**config.mk**
```make
export PLATFORM = sky130hd
export DESIGN_NAME = pwm_saw_timer
export DESIGN_NICKNAME = d
export VERILOG_FILES = /design/src/rtl/pwmt_pkg.sv /design/src/rtl/pwmt_prescale.sv /design/src/rtl/pwmt_counter.sv /design/src/rtl/pwmt_pin.sv /design/src/rtl/pwm_saw_timer.sv
export SDC_FILE = /design/constraint.sdc
export NUM_CORES = 1
export LEC_CHECK = 0
export ABC_CLOCK_PERIOD_IN_PS = 3100
export BUFFER_PORTS_ARGS = -buffer_cell sky130_fd_sc_hd__buf_2
export CAP_MARGIN = 20
export CORE_UTILIZATION = 60
export DETAILED_ROUTE_END_ITERATION = 16
export PLACE_DENSITY = 0.87
export SYNTH_ARGS = -nofsm -noshare
export SYNTH_HDL_FRONTEND = slang
export SYNTH_SLANG_ARGS = --single-unit
```
**constraint.sdc**
```tcl
create_clock -name clk -period 3.1 [get_ports clk]
set_clock_uncertainty 0.15 [all_clocks]
set_input_delay 0.31 -clock clk [delete_from_list [all_inputs] [get_ports clk]]
set_output_delay 0.31 -clock clk [all_outputs]
set_load 0.05 [all_outputs]
```
**src/rtl/pwmt_pkg.sv**
```systemverilog
package pwmt_pkg;
  localparam int DATA_W     = 32;
  localparam int ADDR_W     = 3;
  localparam int PIN_CODE_W = 5;

  typedef enum logic [ADDR_W-1:0] {
    REG_CTRL   = 3'd0,
    REG_PIN    = 3'd1,
    REG_COUNT  = 3'd2,
    REG_PERIOD = 3'd3,
    REG_CMPA   = 3'd4,
    REG_CMPB   = 3'd5
  } reg_addr_e;

  localparam logic [PIN_CODE_W-1:0] PIN_HI_TOGGLE = 5'h1B;
  localparam logic [PIN_CODE_W-1:0] PIN_LO_TOGGLE = 5'h07;

  typedef struct packed {
    logic known;
    logic start_lvl;
    logic end_lvl;
  } pin_plan_t;

  function automatic pin_plan_t decode_pin(input logic [PIN_CODE_W-1:0] code);
    pin_plan_t p;
    p = '0;
    if (code == PIN_HI_TOGGLE) begin
      p.known = 1'b1; p.start_lvl = 1'b1; p.end_lvl = 1'b1;
    end else if (code == PIN_LO_TOGGLE) begin
      p.known = 1'b1;
    end
    return p;
  endfunction
endpackage

```
**src/rtl/pwmt_prescale.sv**
```systemverilog
module pwmt_prescale #(
  parameter int SEL_W   = 3,
  parameter int MAX_SEL = 5
) (
  input  logic             clk,
  input  logic             rst_n,
  input  logic             run,
  input  logic [SEL_W-1:0] sel,
  output logic             tick
);
  localparam int DIV_W = 2 * MAX_SEL;

  logic [DIV_W-1:0] div_q;
  logic [DIV_W-1:0] mask;
  int               eff;

  always_comb begin
    eff = (int'(sel) > MAX_SEL) ? MAX_SEL : int'(sel);
    for (int i = 0; i < DIV_W; i++) mask[i] = (i < 2 * eff);
  end

  assign tick = run && (div_q == mask);

  always_ff @(posedge clk or negedge rst_n) begin
    if (!rst_n)             div_q <= '0;
    else if (!run || tick)  div_q <= '0;
    else                    div_q <= div_q + 1'b1;
  end


  tick_spacing_chk: assert property (@(posedge clk) disable iff (!rst_n)
    (tick && sel != '0) |=> !tick);
endmodule

```
**src/rtl/pwmt_counter.sv**
```systemverilog
module pwmt_counter #(
  parameter int CNT_W = 32
) (
  input  logic             clk,
  input  logic             rst_n,
  input  logic             tick,
  input  logic [CNT_W-1:0] period,
  input  logic             wr_en,
  input  logic [CNT_W-1:0] wr_val,
  output logic [CNT_W-1:0] cnt,
  output logic             wrap
);
  assign wrap = tick && (cnt == period);

  always_ff @(posedge clk or negedge rst_n) begin
    if (!rst_n)      cnt <= '0;
    else if (wr_en)  cnt <= wr_val;
    else if (wrap)   cnt <= '0;
    else if (tick)   cnt <= cnt + 1'b1;
  end


  wrap_to_zero_chk: assert property (@(posedge clk) disable iff (!rst_n)
    (wrap && !wr_en) |=> cnt == '0);
endmodule

```
**src/rtl/pwmt_pin.sv**
```systemverilog
module pwmt_pin
  import pwmt_pkg::*;
#(
  parameter int CNT_W = 32
) (
  input  logic                  clk,
  input  logic                  rst_n,
  input  logic                  run,
  input  logic                  tick,
  input  logic                  wrap,
  input  logic [CNT_W-1:0]      cnt,
  input  logic [CNT_W-1:0]      cmp,
  input  logic [PIN_CODE_W-1:0] code,
  input  logic                  en,
  output logic                  pin
);
  pin_plan_t plan;
  logic      lvl_q;
  logic      hit;

  assign plan = decode_pin(code);
  assign hit  = tick && (cnt == cmp);

  always_ff @(posedge clk or negedge rst_n) begin
    if (!rst_n)                      lvl_q <= 1'b0;
    else if (!run || !plan.known)    lvl_q <= plan.start_lvl;
    else if (wrap)                   lvl_q <= plan.end_lvl;
    else if (hit)                    lvl_q <= !lvl_q;
  end

  assign pin = en && run && plan.known && lvl_q;


  end_level_chk: assert property (@(posedge clk) disable iff (!rst_n)
    (wrap && plan.known) |=> lvl_q == $past(plan.end_lvl));
endmodule

```
**src/rtl/pwm_saw_timer.sv**
```systemverilog
module pwm_saw_timer
  import pwmt_pkg::*;
#(
  parameter int CNT_W   = 32,
  parameter int SEL_W   = 3,
  parameter int MAX_SEL = 5,
  parameter int MODE_W  = 3
) (
  input  logic              clk,
  input  logic              rst_n,
  input  logic              bus_wr,
  input  logic              bus_rd,
  input  logic [ADDR_W-1:0] bus_addr,
  input  logic [DATA_W-1:0] bus_wdata,
  output logic [DATA_W-1:0] bus_rdata,
  output logic              pwm_a,
  output logic              pwm_b,
  output logic              wrap_pulse
);
  localparam int NUM_OUT  = 2;
  localparam int MODE_LSB = 4;
  localparam int SEL_LSB  = 8;
  localparam int HALF     = 16;
  localparam int EN_BIT   = 8;

  logic                  run_q;
  logic [MODE_W-1:0]     mode_q;
  logic [SEL_W-1:0]      sel_q;
  logic [CNT_W-1:0]      period_q;
  logic [CNT_W-1:0]      cmp_q  [NUM_OUT];
  logic [PIN_CODE_W-1:0] code_q [NUM_OUT];
  logic                  en_q   [NUM_OUT];
  logic [NUM_OUT-1:0]    pins;
  logic                  tick, wrap, cnt_we;
  logic [CNT_W-1:0]      cnt;
  logic [DATA_W-1:0]     ctrl_word, pin_word, rd_mux;

  assign cnt_we = bus_wr && (bus_addr == REG_COUNT);

  always_ff @(posedge clk or negedge rst_n) begin
    if (!rst_n) begin
      run_q <= 1'b0; mode_q <= '0; sel_q <= '0; period_q <= '0;
      for (int i = 0; i < NUM_OUT; i++) begin
        cmp_q[i] <= '0; code_q[i] <= '0; en_q[i] <= 1'b0;
      end
    end else if (bus_wr) begin
      case (bus_addr)
        REG_CTRL: begin
          run_q <= bus_wdata[0];
          if (!run_q) begin
            mode_q <= bus_wdata[MODE_LSB +: MODE_W];
            sel_q  <= bus_wdata[SEL_LSB +: SEL_W];
          end
        end
        REG_PIN: begin
          for (int i = 0; i < NUM_OUT; i++) begin
            code_q[i] <= bus_wdata[i*HALF +: PIN_CODE_W];
            en_q[i]   <= bus_wdata[i*HALF + EN_BIT];
          end
        end
        REG_PERIOD: period_q <= bus_wdata[CNT_W-1:0];
        REG_CMPA:   cmp_q[0] <= bus_wdata[CNT_W-1:0];
        REG_CMPB:   cmp_q[1] <= bus_wdata[CNT_W-1:0];
        default: ;
      endcase
    end
  end

  pwmt_prescale #(.SEL_W(SEL_W), .MAX_SEL(MAX_SEL)) u_prescale (
    .clk(clk), .rst_n(rst_n), .run(run_q), .sel(sel_q), .tick(tick));

  pwmt_counter #(.CNT_W(CNT_W)) u_counter (
    .clk(clk), .rst_n(rst_n), .tick(tick), .period(period_q),
    .wr_en(cnt_we), .wr_val(bus_wdata[CNT_W-1:0]), .cnt(cnt), .wrap(wrap));

  for (genvar g = 0; g < NUM_OUT; g++) begin : g_out
    pwmt_pin #(.CNT_W(CNT_W)) u_pin (
      .clk(clk), .rst_n(rst_n), .run(run_q), .tick(tick), .wrap(wrap),
      .cnt(cnt), .cmp(cmp_q[g]), .code(code_q[g]), .en(en_q[g]),
      .pin(pins[g]));
  end

  assign pwm_a = pins[0];
  assign pwm_b = pins[1];

  always_ff @(posedge clk or negedge rst_n) begin
    if (!rst_n) wrap_pulse <= 1'b0;
    else        wrap_pulse <= wrap;
  end

  always_comb begin
    ctrl_word = '0;
    ctrl_word[0] = run_q;
    ctrl_word[MODE_LSB +: MODE_W] = mode_q;
    ctrl_word[SEL_LSB +: SEL_W]   = sel_q;
    pin_word = '0;
    for (int i = 0; i < NUM_OUT; i++) begin
      pin_word[i*HALF +: PIN_CODE_W] = code_q[i];
      pin_word[i*HALF + EN_BIT]      = en_q[i];
    end
    case (bus_addr)
      REG_CTRL:   rd_mux = ctrl_word;
      REG_PIN:    rd_mux = pin_word;
      REG_COUNT:  rd_mux = DATA_W'(cnt);
      REG_PERIOD: rd_mux = DATA_W'(period_q);
      REG_CMPA:   rd_mux = DATA_W'(cmp_q[0]);
      REG_CMPB:   rd_mux = DATA_W'(cmp_q[1]);
      default:    rd_mux = '0;
    endcase
  end

  always_ff @(posedge clk or negedge rst_n) begin
    if (!rst_n)      bus_rdata <= '0;
    else if (bus_rd) bus_rdata <= rd_mux;
  end


  sel_frozen_chk: assert property (@(posedge clk) disable iff (!rst_n)
    run_q |=> $stable(sel_q) && $stable(mode_q));

  count_hold_chk: assert property (@(posedge clk) disable iff (!rst_n)
    (!run_q && !cnt_we) |=> $stable(cnt));

  wrap_single_chk: assert property (@(posedge clk) disable iff (!rst_n)
    (wrap_pulse && !(sel_q == '0 && period_q == '0)) |=> !wrap_pulse);

  wrap_zero_count_chk: assert property (@(posedge clk) disable iff (!rst_n)
    (wrap_pulse && !$past(cnt_we)) |-> cnt == '0);
endmodule

```
After elaboration in Yosys (flattened, before gate mapping):

Cells that the tools add are included.
W data, S select, Z words.

* register bits: 192
* bits of input ports: 39
* output and inout port bits: 35
* logic and storage cells: 90

* $add $sub $neg: 2
* magnitude comparators: 11
* equal/unequal tests: 13
* multiplexer cells: 18
* bitwise gates (word level): 1
* reduce and logical (&&, ||, !) cells: 29

Operators with widths (number)
* $pmux W32 S6: 1
* $lt A4 B32 Y1 const A: 4
* $eq A32 B32 Y1: 3
* $mux W32: 3
* $lt A3 B32 Y1 const A: 2
* $lt A5 B32 Y1 const A: 2
* $add A32 B1 Y32 const B: 1
* $lt A1 B32 Y1 const A: 1
* $lt A2 B32 Y1 const A: 1
* $logic_and A1 B1 Y1: 11
* $add A10 B1 Y10 const B: 1
* $eq A10 B10 Y1: 1
* $eq A5 B3 Y1 const B: 2
* $eq A5 B5 Y1 const B: 2
* $mux W1: 10
* $mux W10: 1
* $reduce_and A2 Y1: 5
* $reduce_bool A3 Y1: 3
* $eq A3 B2 Y1 const B: 2
* $eq A3 B3 Y1 const B: 2
* $logic_not A1 Y1: 5
* $mux W2: 2
* $eq A3 B1 Y1 const B: 1
* $gt A3 B3 Y1 const B: 1
* 5 further kinds: 7

Longest topological paths before layout:

Gate-level depths: netlist of run 1.

* depth in word-level cells: 9
* mapped depth: 10
* mapped depth without buffers: 8

By module:

Synthesis of run 1 repeated with hierarchy kept, for this count alone.

* cells, all modules: 955
* area, all modules: 10558.9 um^2

By module, submodules not included
* pwm_saw_timer: instances 1, cells each 481, area an instance 6561.3 um^2, sequential area each 3703.6 um^2
* pwmt_counter: instances 1, cells each 300, area an instance 2509.9 um^2, sequential area each 800.8 um^2
* pwmt_pin: instances 2, cells each 56, area an instance 444.2 um^2, sequential area each 25.0 um^2
* pwmt_prescale: instances 1, cells each 62, area an instance 599.3 um^2, sequential area each 250.2 um^2

Worst setup path before layout of run 1:

OpenSTA, ideal clock, no wires.

* path type: reg2reg
* from: reg u_counter.cnt[27]
* to: reg u_counter.cnt[2]
* setup time: 0.126 ns
* arrival: 1.916 ns
* data required time: 2.824 ns
* slack: 0.908 ns
* stages on the path, launching flop included: 11
* buffers on the path: 3
* period minus slack after synthesis: 2.192 ns
* cells stage by stage: dfrtp_1 clkbuf_1 xnor2_1 nand4_1 nor4_1 and2_1 buf_2 buf_2 o21ai_1 a221oi_1 nor2_1

* cells in the longest elaborated chain, start to end: 4
* elaborated cells between the ends (all ways): 5
* classes of those cells: eq/ne: 1; mux: 2; reduce/logical: 2

Ends and longest elaborated chain
* start, declared: RTL line pwmt_counter.sv:10 `output logic [CNT_W-1:0] cnt,`
* start signal, assigned: RTL line pwmt_counter.sv:17 `else if (wr_en) cnt <= wr_val;`
* start signal, assigned: RTL line pwmt_counter.sv:19 `else if (tick) cnt <= cnt + 1'b1;`
* $eq A32 B32 Y1 *: RTL line pwmt_counter.sv:13 `assign wrap = tick && (cnt == period);`
* $logic_and A1 B1 Y1 *: RTL line pwmt_counter.sv:13
* $mux W32: RTL line pwmt_counter.sv:18 `else if (wrap) cnt <= '0;`
* $mux W32: RTL line pwmt_counter.sv:17

Mark *: on every way between the ends. The rest lies on a longest branch, timed or not.
A chain may end at the register's enable or synchronous reset.

Final worst setup path of run 1:

* from: reg u_counter.cnt[1]
* to: reg u_counter.cnt[28]

* cells in the longest elaborated chain, start to end: 4
* elaborated cells between the ends (all ways): 7
* classes of those cells: add/sub: 1; eq/ne: 1; mux: 3; reduce/logical: 2

Ends and longest elaborated chain (RTL line)
* $add A32 B1 Y32 or $eq A32 B32 Y1 (tied branches): pwmt_counter.sv:19, pwmt_counter.sv:13
* $mux W32 or $logic_and A1 B1 Y1 (tied branches): pwmt_counter.sv:19, pwmt_counter.sv:13
* $mux W32: pwmt_counter.sv:18
* $mux W32: pwmt_counter.sv:17

Several ways; a longest one is shown, not always the timed one. The select of a mux whose other input is x is not followed.

==> run summary, run 1 <==
Syn_area_per_cell: 10.4 µm²
Reg2reg start: u_counter.cnt[1]
Initial DRT Pass Iterations: 5
Pleak: 4.81 nW
Total die area: 18000 µm²
Diode count: 0
Fraction of layout cells with a size suffix above 1: 25.6%
Critical Path End Type: flop
Top_reg_cell synth: dfrtp_1
PD cells: 718 nW/µm²
Routability-driven placement congestion ratio: 0.975
Routed vias: 8476
Fmax: 350 MHz
Status: finished clean
Max cap viols: 0
Routed vias/inst: 6.54
Crit path DAT: 3000 ps
Largest net degree at the start of global routing: 86
Drt first-iter violations: 1145
Layout Area Growth over Synthesis: 12.2%
HP Class: input port to flop
Initial antenna violation count: 1
Input/output buffers: 73
Total track usage: 35.7%
Clock Power Share: 27.2%
Sequential fraction of the synthesis area: 45.9%
CTS tree: yes
HPWL after DPL: 21.3 mm
Buffer and inverter count on the worst path: 0
Rows: 47
# Post-CTS Setup Buffers: 0
Hold path start: bus_wdata[30]
H-Tree Depth: 4
Post-synth ARST share: 100%
Part of the cycle the worst path needs: 92.1%
Post-route cell area: 11700 µm²
Clk slew on worst S/H paths: 70 ps
WS Path Type: flop to flop
Worst slew margin: 50.1%
Cts hold-fix bufs: 12
DR WL/cell: 23.6 µm
DIE WIDTH: 134 µm
Starting density of the core: 62.3%
Logic pwr share: 28.1%
Synth top area cells: dfrtp_1, mux2_2, xnor2_1
Seq pwr share: 44.7%
# IOs: 74
First-pass GRT wire length: 48.1 mm
Synth area leader: dfrtp_1
Mapped Area: 10500 µm²
Nets: 1104
Vias in the first global route: 8210
P_int: 0.00537 W
Die H: 134 µm
Core area: 16800 µm²
IR drop worst, VDD: 554 µV
Synth unique cells: 54
CP max stage delay: 550 ps
Detail Route Antenna Nets: 0
Post-synth EDFFs: 0
Net Sw Frac: 36.3%
Cells after synthesis: 1010
Switching Power: 0.00306 W
FF-to-FF path depth: 8
CTS Buf Count: 17
Total clock sinks: 192
Setup Viol. Count Final: 0
#FFs+latches synth: 192
Reg-to-reg endpoint: u_counter.cnt[28]
Max Transition Viols Final: 0
Grt total ovfl: 0
Crit path cell chain: ha_1, nand3_1, nor4_2, nand2_1, nor2_1, a2111oi_0, o21ai_0, o211ai_1
Top delay family on crit path: simple AND/OR/NAND/NOR gates
Dpl cell area: 11000 µm²
Worst setup SP type: flop
Clk buf depth: 2
Mapped Nets: 1051
Minimum period implied by the final worst setup slack: 2860 ps
Hold endpoint: period_q[30]
Wirelength, routed: 30.6 mm
Data required time of the critical path: 3240 ps
DRC: 0
Setup TNS: 0 ps
Skew-Pair Late Insertion Delay: 440 ps
Share of the synthesized area in the top cell type: 45.9%
Post-CTS sizing: 0
Tightest Pin Transition: 746 ps
Final hold violation count: 0
Hold Path Depth: 2
Ys Warns: 0
Root Buffer: clkbuf_16
Crit Path Max Fanout: 8
Slowest CP cell: dfrtp_1
RSZ-0062 raised after global routing: no
Fin Hold WS: 7.69 ps
R2R Setup Slk: 240 ps
==> flip-flops by register name (all words and copies together) (netlist names) <==
register / cells
bus_rdata: 32
cmp_q: 64
code_q: 10
en_q: 2
g_out.u_pin.lvl_q: 2
mode_q: 3
period_q: 32
run_q: 1
sel_q: 3
u_counter.cnt: 32
u_prescale.div_q: 10
wrap_pulse: 1
==> how the worst max path moves through the flow <==
stage                        end  slack [ps]  depth (start not counted)               from
2_1_floorplan   u_counter.cnt[2]         910                         10  u_counter.cnt[27]
6_report       u_counter.cnt[28]         240                          8   u_counter.cnt[1]
5_1_grt        u_counter.cnt[28]         140                          8   u_counter.cnt[0]
4_1_cts        u_counter.cnt[28]         310                          8   u_counter.cnt[1]
3_5_place_dp   u_counter.cnt[24]         370                          8   u_counter.cnt[0]
3_3_place_gp   u_counter.cnt[24]         500                          8   u_counter.cnt[0]
==> cells in the mapped netlist (all sizes together) (11+ instances only) <==
cell type and instances:
o21ai 59, a22o 16, nand2 66, buf 54
inv 27, clkbuf 33, nand4 28, a31oi 15
xnor2 97, nor4 14, a221oi 26, nor3 15
and3 16, o22ai 23, mux2i 20, nor2 56
nand3 25, a21oi 26, mux2 122, a22oi 11
dfrtp 192
==> worst reg2reg max path, stage by stage (launching register included) <==
cell	delay [ps]
dfrtp_1	550
ha_1	270
nand3_1	140
nor4_2	500
nand2_1	120
nor2_1	450
a2111oi_0	190
o21ai_0	190
o211ai_1	140
==> per-layer routing <==
layer	GRT usage [%]	routed length, µm	part of all wire [%]
met2	55.7	14400	47
met5	0	13	0.042
met1	49.7	12700	42
met3	7.11	2640	8.6
met4	12.5	830	2.7
==> kinds of logic after synthesis <==
group / count (synthesis) / share of synthesized area, %
AND/OR/NAND/NOR: 255 / 12.6
buffers and inverters: 114 / 4.72
adder cells (fa/ha/maj): 2 / 0.239
flip-flops: 192 / 45.9
multiplexers: 143 / 15.2
XOR/XNOR: 104 / 8.70
AO/OA/AOI/OAI: 200 / 12.7
==> placed cells by master, fill, tap and decap left out, types with 26 or more instances in the layout <==
master	count
dfrtp_1	192
nand2_1	66
o21ai_0	54
a21oi_1	26
nor2_1	54
nand4_1	28
buf_2	72
xnor2_1	97
mux2_2	122
buf_4	35
inv_1	27
==> stage by stage <==
stage	std cells	total power, W	utilization [%]	setup slack [ps]
2_1_floorplan	1010	0.00531	-	908
3_3_place_gp	1252	0.00600	65.5	495
3_5_place_dp	1252	0.00608	65.5	371
4_1_cts	1296	0.00837	69.8	306
5_1_grt	1296	0.00873	69.8	139
6_report	1296	0.00843	69.8	244
==> area by class of cell <==
cell class / count / area, µm²
fillers: 1229 / 5070
multi-input cells: 704 / 5180
clock buffers: 22 / 484
well taps: 220 / 275
inverters: 27 / 101
flip-flops and latches: 192 / 4800
clock inverters: 10 / 124
repair buffers: 121 / 777
==> power groups by stage <==
stage / logic, W / registers (W) / clock network (W)
after detailed placement: 0.00230 / 0.00378 / 0
after global routing: 0.00249 / 0.00385 / 0.00239
after floorplan: 0.00174 / 0.00357 / 0
final: 0.00237 / 0.00377 / 0.00229
after CTS: 0.00233 / 0.00375 / 0.00229
after global placement: 0.00226 / 0.00374 / 0
Power figures use the tool's default switching activity.
==> run 2: changes to the inputs <==
- RECOVER_POWER: unset -> 25
==> run 2 against run 1 <==
The run now ends with capacitance limit, slew limit left. Maximum frequency decreased by 0.28%. Worst hold slack got worse by 2.8 ps. Die area unchanged. Sequential power about the same. Global-route usage unchanged. Non-clock buffer count unchanged. Count of clock-buffer cells in the layout unchanged.
==> run summary, run 2 (synthesis gave the netlist of run 1 again) <==
Pleak: 4.79 nW
Max Transition Viols Final: 86
Minimum period implied by the final worst setup slack: 2860 ps
Tightest Pin Transition: 2240 ps
Routability-driven placement congestion ratio: 0.975
H-Tree Depth: 4
Max cap viols: 1
Total clock sinks: 192
Die H: 134 µm
Post-CTS sizing: 0
IR drop worst, VDD: 553 µV
Initial antenna violation count: 1
Diode count: 0
Total track usage: 35.7%
Data required time of the critical path: 3240 ps
Non-Filler Instances: 1296
Fraction of layout cells with a size suffix above 1: 25.3%
Most frequent cells in the layout: dfrtp_1, mux2_2, xnor2_1
Rows: 47
Layout Area Growth over Synthesis: 11.9%
Vias in the first global route: 8210
Initial DRT Pass Iterations: 6
Fmax: 349 MHz
Crit Path Max Fanout: 8
Core area: 16800 µm²
Wirelength, routed: 30.7 mm
Routed vias/inst: 6.64
Root Buffer: clkbuf_16
Dpl cell area: 11000 µm²
Grt total ovfl: 0
Nets: 1104
Critical Path End Type: flop
CTS tree: yes
DRC: 0
Reg-to-reg endpoint: u_counter.cnt[28]
CTS Buf Count: 17
WS Path Type: flop to flop
Fin Hold WS: 4.92 ps
Drt first-iter violations: 1147
Commonest non-fill, non-tap cell in the layout: dfrtp_1
Seq. cell area: 4800 µm²
Skew-Pair Late Insertion Delay: 450 ps
Final hold violation count: 0
Setup TNS: 0 ps
HPWL after DPL: 21.3 mm
R2R Setup Slk: 240 ps
DR WL/cell: 23.7 µm
Crit path DAT: 3010 ps
Part of the cycle the worst path needs: 92.4%
Area of the multi-input gates: 5180 µm²
RSZ-0062 raised after global routing: no
Total die area: 18000 µm²
Worst setup SP type: flop
DIE WIDTH: 134 µm
Clk buf depth: 2
Hold Path Depth: 2
PD cells: 719 nW/µm²
Input/output buffers: 73
Starting density of the core: 62.3%
Status: complete, but fails checks
Largest net degree at the start of global routing: 86
Reg2reg start: u_counter.cnt[1]
DP Worst Slack: 371 ps
Crit. Startpoint: u_counter.cnt[1]
Post-route cell area: 11700 µm²
Worst slew margin: -49.2%
Setup Viol. Count Final: 0
FF-to-FF path depth: 8
Failing checks: capacitance limit, slew limit
Clk slew on worst S/H paths: 80 ps
Number of fill cells: 1232
Placed instance count: 1252
Max FFs per register: 64
Detail Route Antenna Nets: 0
Largest register by flop count: cmp_q
First-pass GRT wire length: 48.1 mm
Routed vias: 8610
HP Class: input port to flop
CP Capture Point: u_counter.cnt[28]
# IOs: 74
Post-route setup slack: 236 ps
[run 2: changes by cell type in the layout (fill, tap and decap cells not counted)]
cell,delta
clkbuf_2,+1
buf_6,+1
buf_4,-1
clkbuf_1,+3
buf_12,-1
buf_2,-2
clkbuf_8,-1
[run 2: worst min path at each step]
stage | endpoint | slack [ps] | startpoint
2_1_floorplan | bus_rdata[0] | -140 | rst_n
3_3_place_gp | u_prescale.div_q[2] | 260 | rst_n
3_5_place_dp | u_prescale.div_q[2] | 260 | rst_n
4_1_cts | cmp_q[10] | 2 | bus_wdata[10]
5_1_grt | sel_q[2] | 10 | bus_wdata[10]
6_report | period_q[30] | 5 | bus_wdata[30]
[run 2: repair_timing]
action | in CTS | in global routing
hold buffers | 12 | 0
hold endpoints to repair | 103 | 0
buffers inserted | 0 | 0
[run 2: final cells by class]
type                    instances  share of cell area, %
clock buffers                  22                   4.13
clock inverters                10                   1.06
inverters                      27                  0.864
multi-input cells             704                   44.2
flip-flops and latches        192                   41.0
well taps                     220                   2.35
repair buffers                121                   6.42
[run 2: through the flow]
stage / utilization, % / total power (W)
after global placement: 65.5 / 0.00600
after global routing: 69.7 / 0.00873
after CTS: 69.8 / 0.00837
after detailed placement: 65.5 / 0.00608
final: 69.7 / 0.00843
after floorplan: - / 0.00531
[run 2: per-layer routing]
layer  track usage, %  part of all wire (%)  vias to the layer above
met5                0                 0.042                        -
met4             12.5                   3.4                        2
met3             7.11                   9.0                       85
met2             55.7                    47                      516
met1             49.7                    41                     4252
li1                 -                     -                     3755
[run 2: power breakdown]
group	switching, W	internal (W)	total (W)
sequential	0.000749	0.00302	0.00377
clock	0.00101	0.00128	0.00229
combinational	0.00130	0.00106	0.00236
total	0.00306	0.00537	0.00843
[run 2: worst max-delay path: stages (launching register included)]
cell and delay, ps:
dfrtp_1 550, ha_1 270, nand3_1 140, nor4_2 500, nand2_1 110, nor2_1 460, a2111oi_0 190, o21ai_0 190
o211ai_1 140
==> run 3: changes to the inputs <==
- RECOVER_POWER: 25 -> 100
==> run 3 against run 2 <==
The flow still finishes with violations (capacitance limit, slew limit). Combinational power is 2% lower. Clock power barely moved. Die area stayed put. Maximum frequency decreased by 2.4%. Global-route usage unchanged. First-iteration DRC count up 1.2%. Flip-flop and latch count stayed put. Critical path type unchanged. Critical endpoint unchanged.
==> run summary, run 3 (synthesis gave the netlist of run 1 again) <==
Status: complete, but fails checks
Failing checks: capacitance limit, slew limit
Non-Filler Instances: 1296
IR drop worst, VDD: 555 µV
HP Class: input port to flop
Buffer and inverter count on the worst path: 0
Die H: 134 µm
WS Path Type: flop to flop
Routed vias: 8550
Most frequent cells in the layout: dfrtp_1, mux2_2, xnor2_1
Core area: 16800 µm²
Total track usage: 35.7%
DIE WIDTH: 134 µm
Wirelength, routed: 30.6 mm
Initial antenna violation count: 0
RSZ-0062 raised after global routing: no
Root Buffer: clkbuf_16
H-Tree Depth: 4
Largest net degree at the start of global routing: 86
Placed instance count: 1252
Largest register by flop count: cmp_q
CTS tree: yes
P_int: 0.00534 W
CTS Buf Count: 17
Crit path cell chain: nor3_1, o21ai_1, a221oi_1, nand3_1, nor3_2, nand3_1, o211ai_1
Grt total ovfl: 0
Worst slew margin: -48.4%
Clk buf depth: 2
Fraction of layout cells with a size suffix above 1: 20.9%
Routability-driven placement congestion ratio: 0.975
Max Transition Viols Final: 86
DR WL/cell: 23.6 µm
Max cap viols: 1
Cts hold-fix bufs: 12
Net Sw Frac: 36.3%
Input/output buffers: 73
Nets: 1104
Switching Power: 0.00305 W
Critical Path End Type: flop
Worst setup SP type: flop
Crit path DAT: 3120 ps
Vias in the first global route: 8210
Skew-Pair Late Insertion Delay: 440 ps
Drt first-iter violations: 1161
Minimum period implied by the final worst setup slack: 2940 ps
Top delay family on crit path: simple AND/OR/NAND/NOR gates
Diode count: 0
Routed vias/inst: 6.60
Setup TNS: 0 ps
Clock Power Share: 27.3%
Post-CTS sizing: 0
Seq pwr share: 45.0%
PD cells: 722 nW/µm²
# IOs: 74
Logic pwr share: 27.7%
Setup Viol. Count Final: 0
Most common cell on crit path: nand3_1
DRC: 0
Starting density of the core: 62.3%
Final hold violation count: 0
Part of the cycle the worst path needs: 94.7%
CP max stage delay: 610 ps
Pleak: 4.62 nW
Total clock sinks: 192
Final core utilization: 69.1%
Total die area: 18000 µm²
Layout Area Growth over Synthesis: 10.9%
# Post-CTS Setup Buffers: 0
First-pass GRT wire length: 48.1 mm
Max FFs per register: 64
Crit Path Max Fanout: 8
Clk slew on worst S/H paths: 70 ps
Commonest non-fill, non-tap cell in the layout: dfrtp_1
Fmax: 341 MHz
Slowest CP cell: a221oi_1
Data required time of the critical path: 3290 ps
Initial DRT Pass Iterations: 6
Tightest Pin Transition: 2230 ps
Rows: 47
Detail Route Antenna Nets: 0
HPWL after DPL: 21.3 mm
-- run 3: changes by cell type in the layout (fill, tap and decap cells not counted) --
cell | previous run | this run
o21ai_1 | 5 | 2
clkbuf_1 | 4 | 47
o21ai_0 | 54 | 57
nor4_1 | 11 | 12
a221oi_4 | 1 | 0
buf_2 | 70 | 36
and2_0 | 0 | 1
clkbuf_2 | 1 | 5
nor4_2 | 3 | 2
a221oi_1 | 25 | 26
mux2_2 | 122 | 120
mux2_1 | 0 | 2
buf_4 | 34 | 21
and2_1 | 8 | 7
-- run 3: area by class of cell --
class,count,area [µm²]
multi-input combinational,704,5160
timing repair buffer,121,667
sequential,192,4800
tap,220,275
clock buffer,22,484
inverter,27,101
clock inverter,10,124
fill,1277,5200
-- run 3: power by group through the flow --
stage | logic (W) | clock network [W] | registers, W
2_1_floorplan | 0.00174 | 0 | 0.00357
3_3_place_gp | 0.00226 | 0 | 0.00374
6_report | 0.00232 | 0.00229 | 0.00377
3_5_place_dp | 0.00230 | 0 | 0.00378
5_1_grt | 0.00245 | 0.00239 | 0.00385
4_1_cts | 0.00233 | 0.00229 | 0.00375
-- run 3: layer usage --
metal	GRT usage (%)	wire length [µm]	part of all wire, %	vias to the layer above
met5	0	0	0	-
met4	12.5	991	3.2	0
met3	7.11	2730	8.9	86
met2	55.7	14200	46	487
met1	49.7	12700	42	4226
li1	-	-	-	3751
-- run 3: worst paths after layout --
kind	start	to	slack [ps]	cells after the start
hold / removal	bus_wdata[30]	period_q[30]	7	2
hold reg to reg	bus_rdata[0]	bus_rdata[0]	340	1
max in group asynchronous	rst_n	cmp_q[22]	530	3
min in group asynchronous	rst_n	u_prescale.div_q[2]	860	2
setup / recovery	sel_q[2]	u_counter.cnt[28]	160	7
setup reg to reg	sel_q[2]	u_counter.cnt[28]	160	7
-- run 3: worst reg2reg max path: cells and delay by family, from the launching register on --
family	cells	cell delay [ps]
simple gates	4	1200
compound gates	3	990
flops	1	490
-- run 3: per-stage QoR --
step                area (µm²)  setup WS (ps)  hold slack [ps]  power (W)
floorplan                10500            908             -136    0.00531
global placement         11000            495              258    0.00600
detailed placement       11000            371              261    0.00608
CTS                      11700            306             2.20    0.00837
global route             11600           85.4             9.81    0.00869
finish                   11600            165             7.22    0.00839
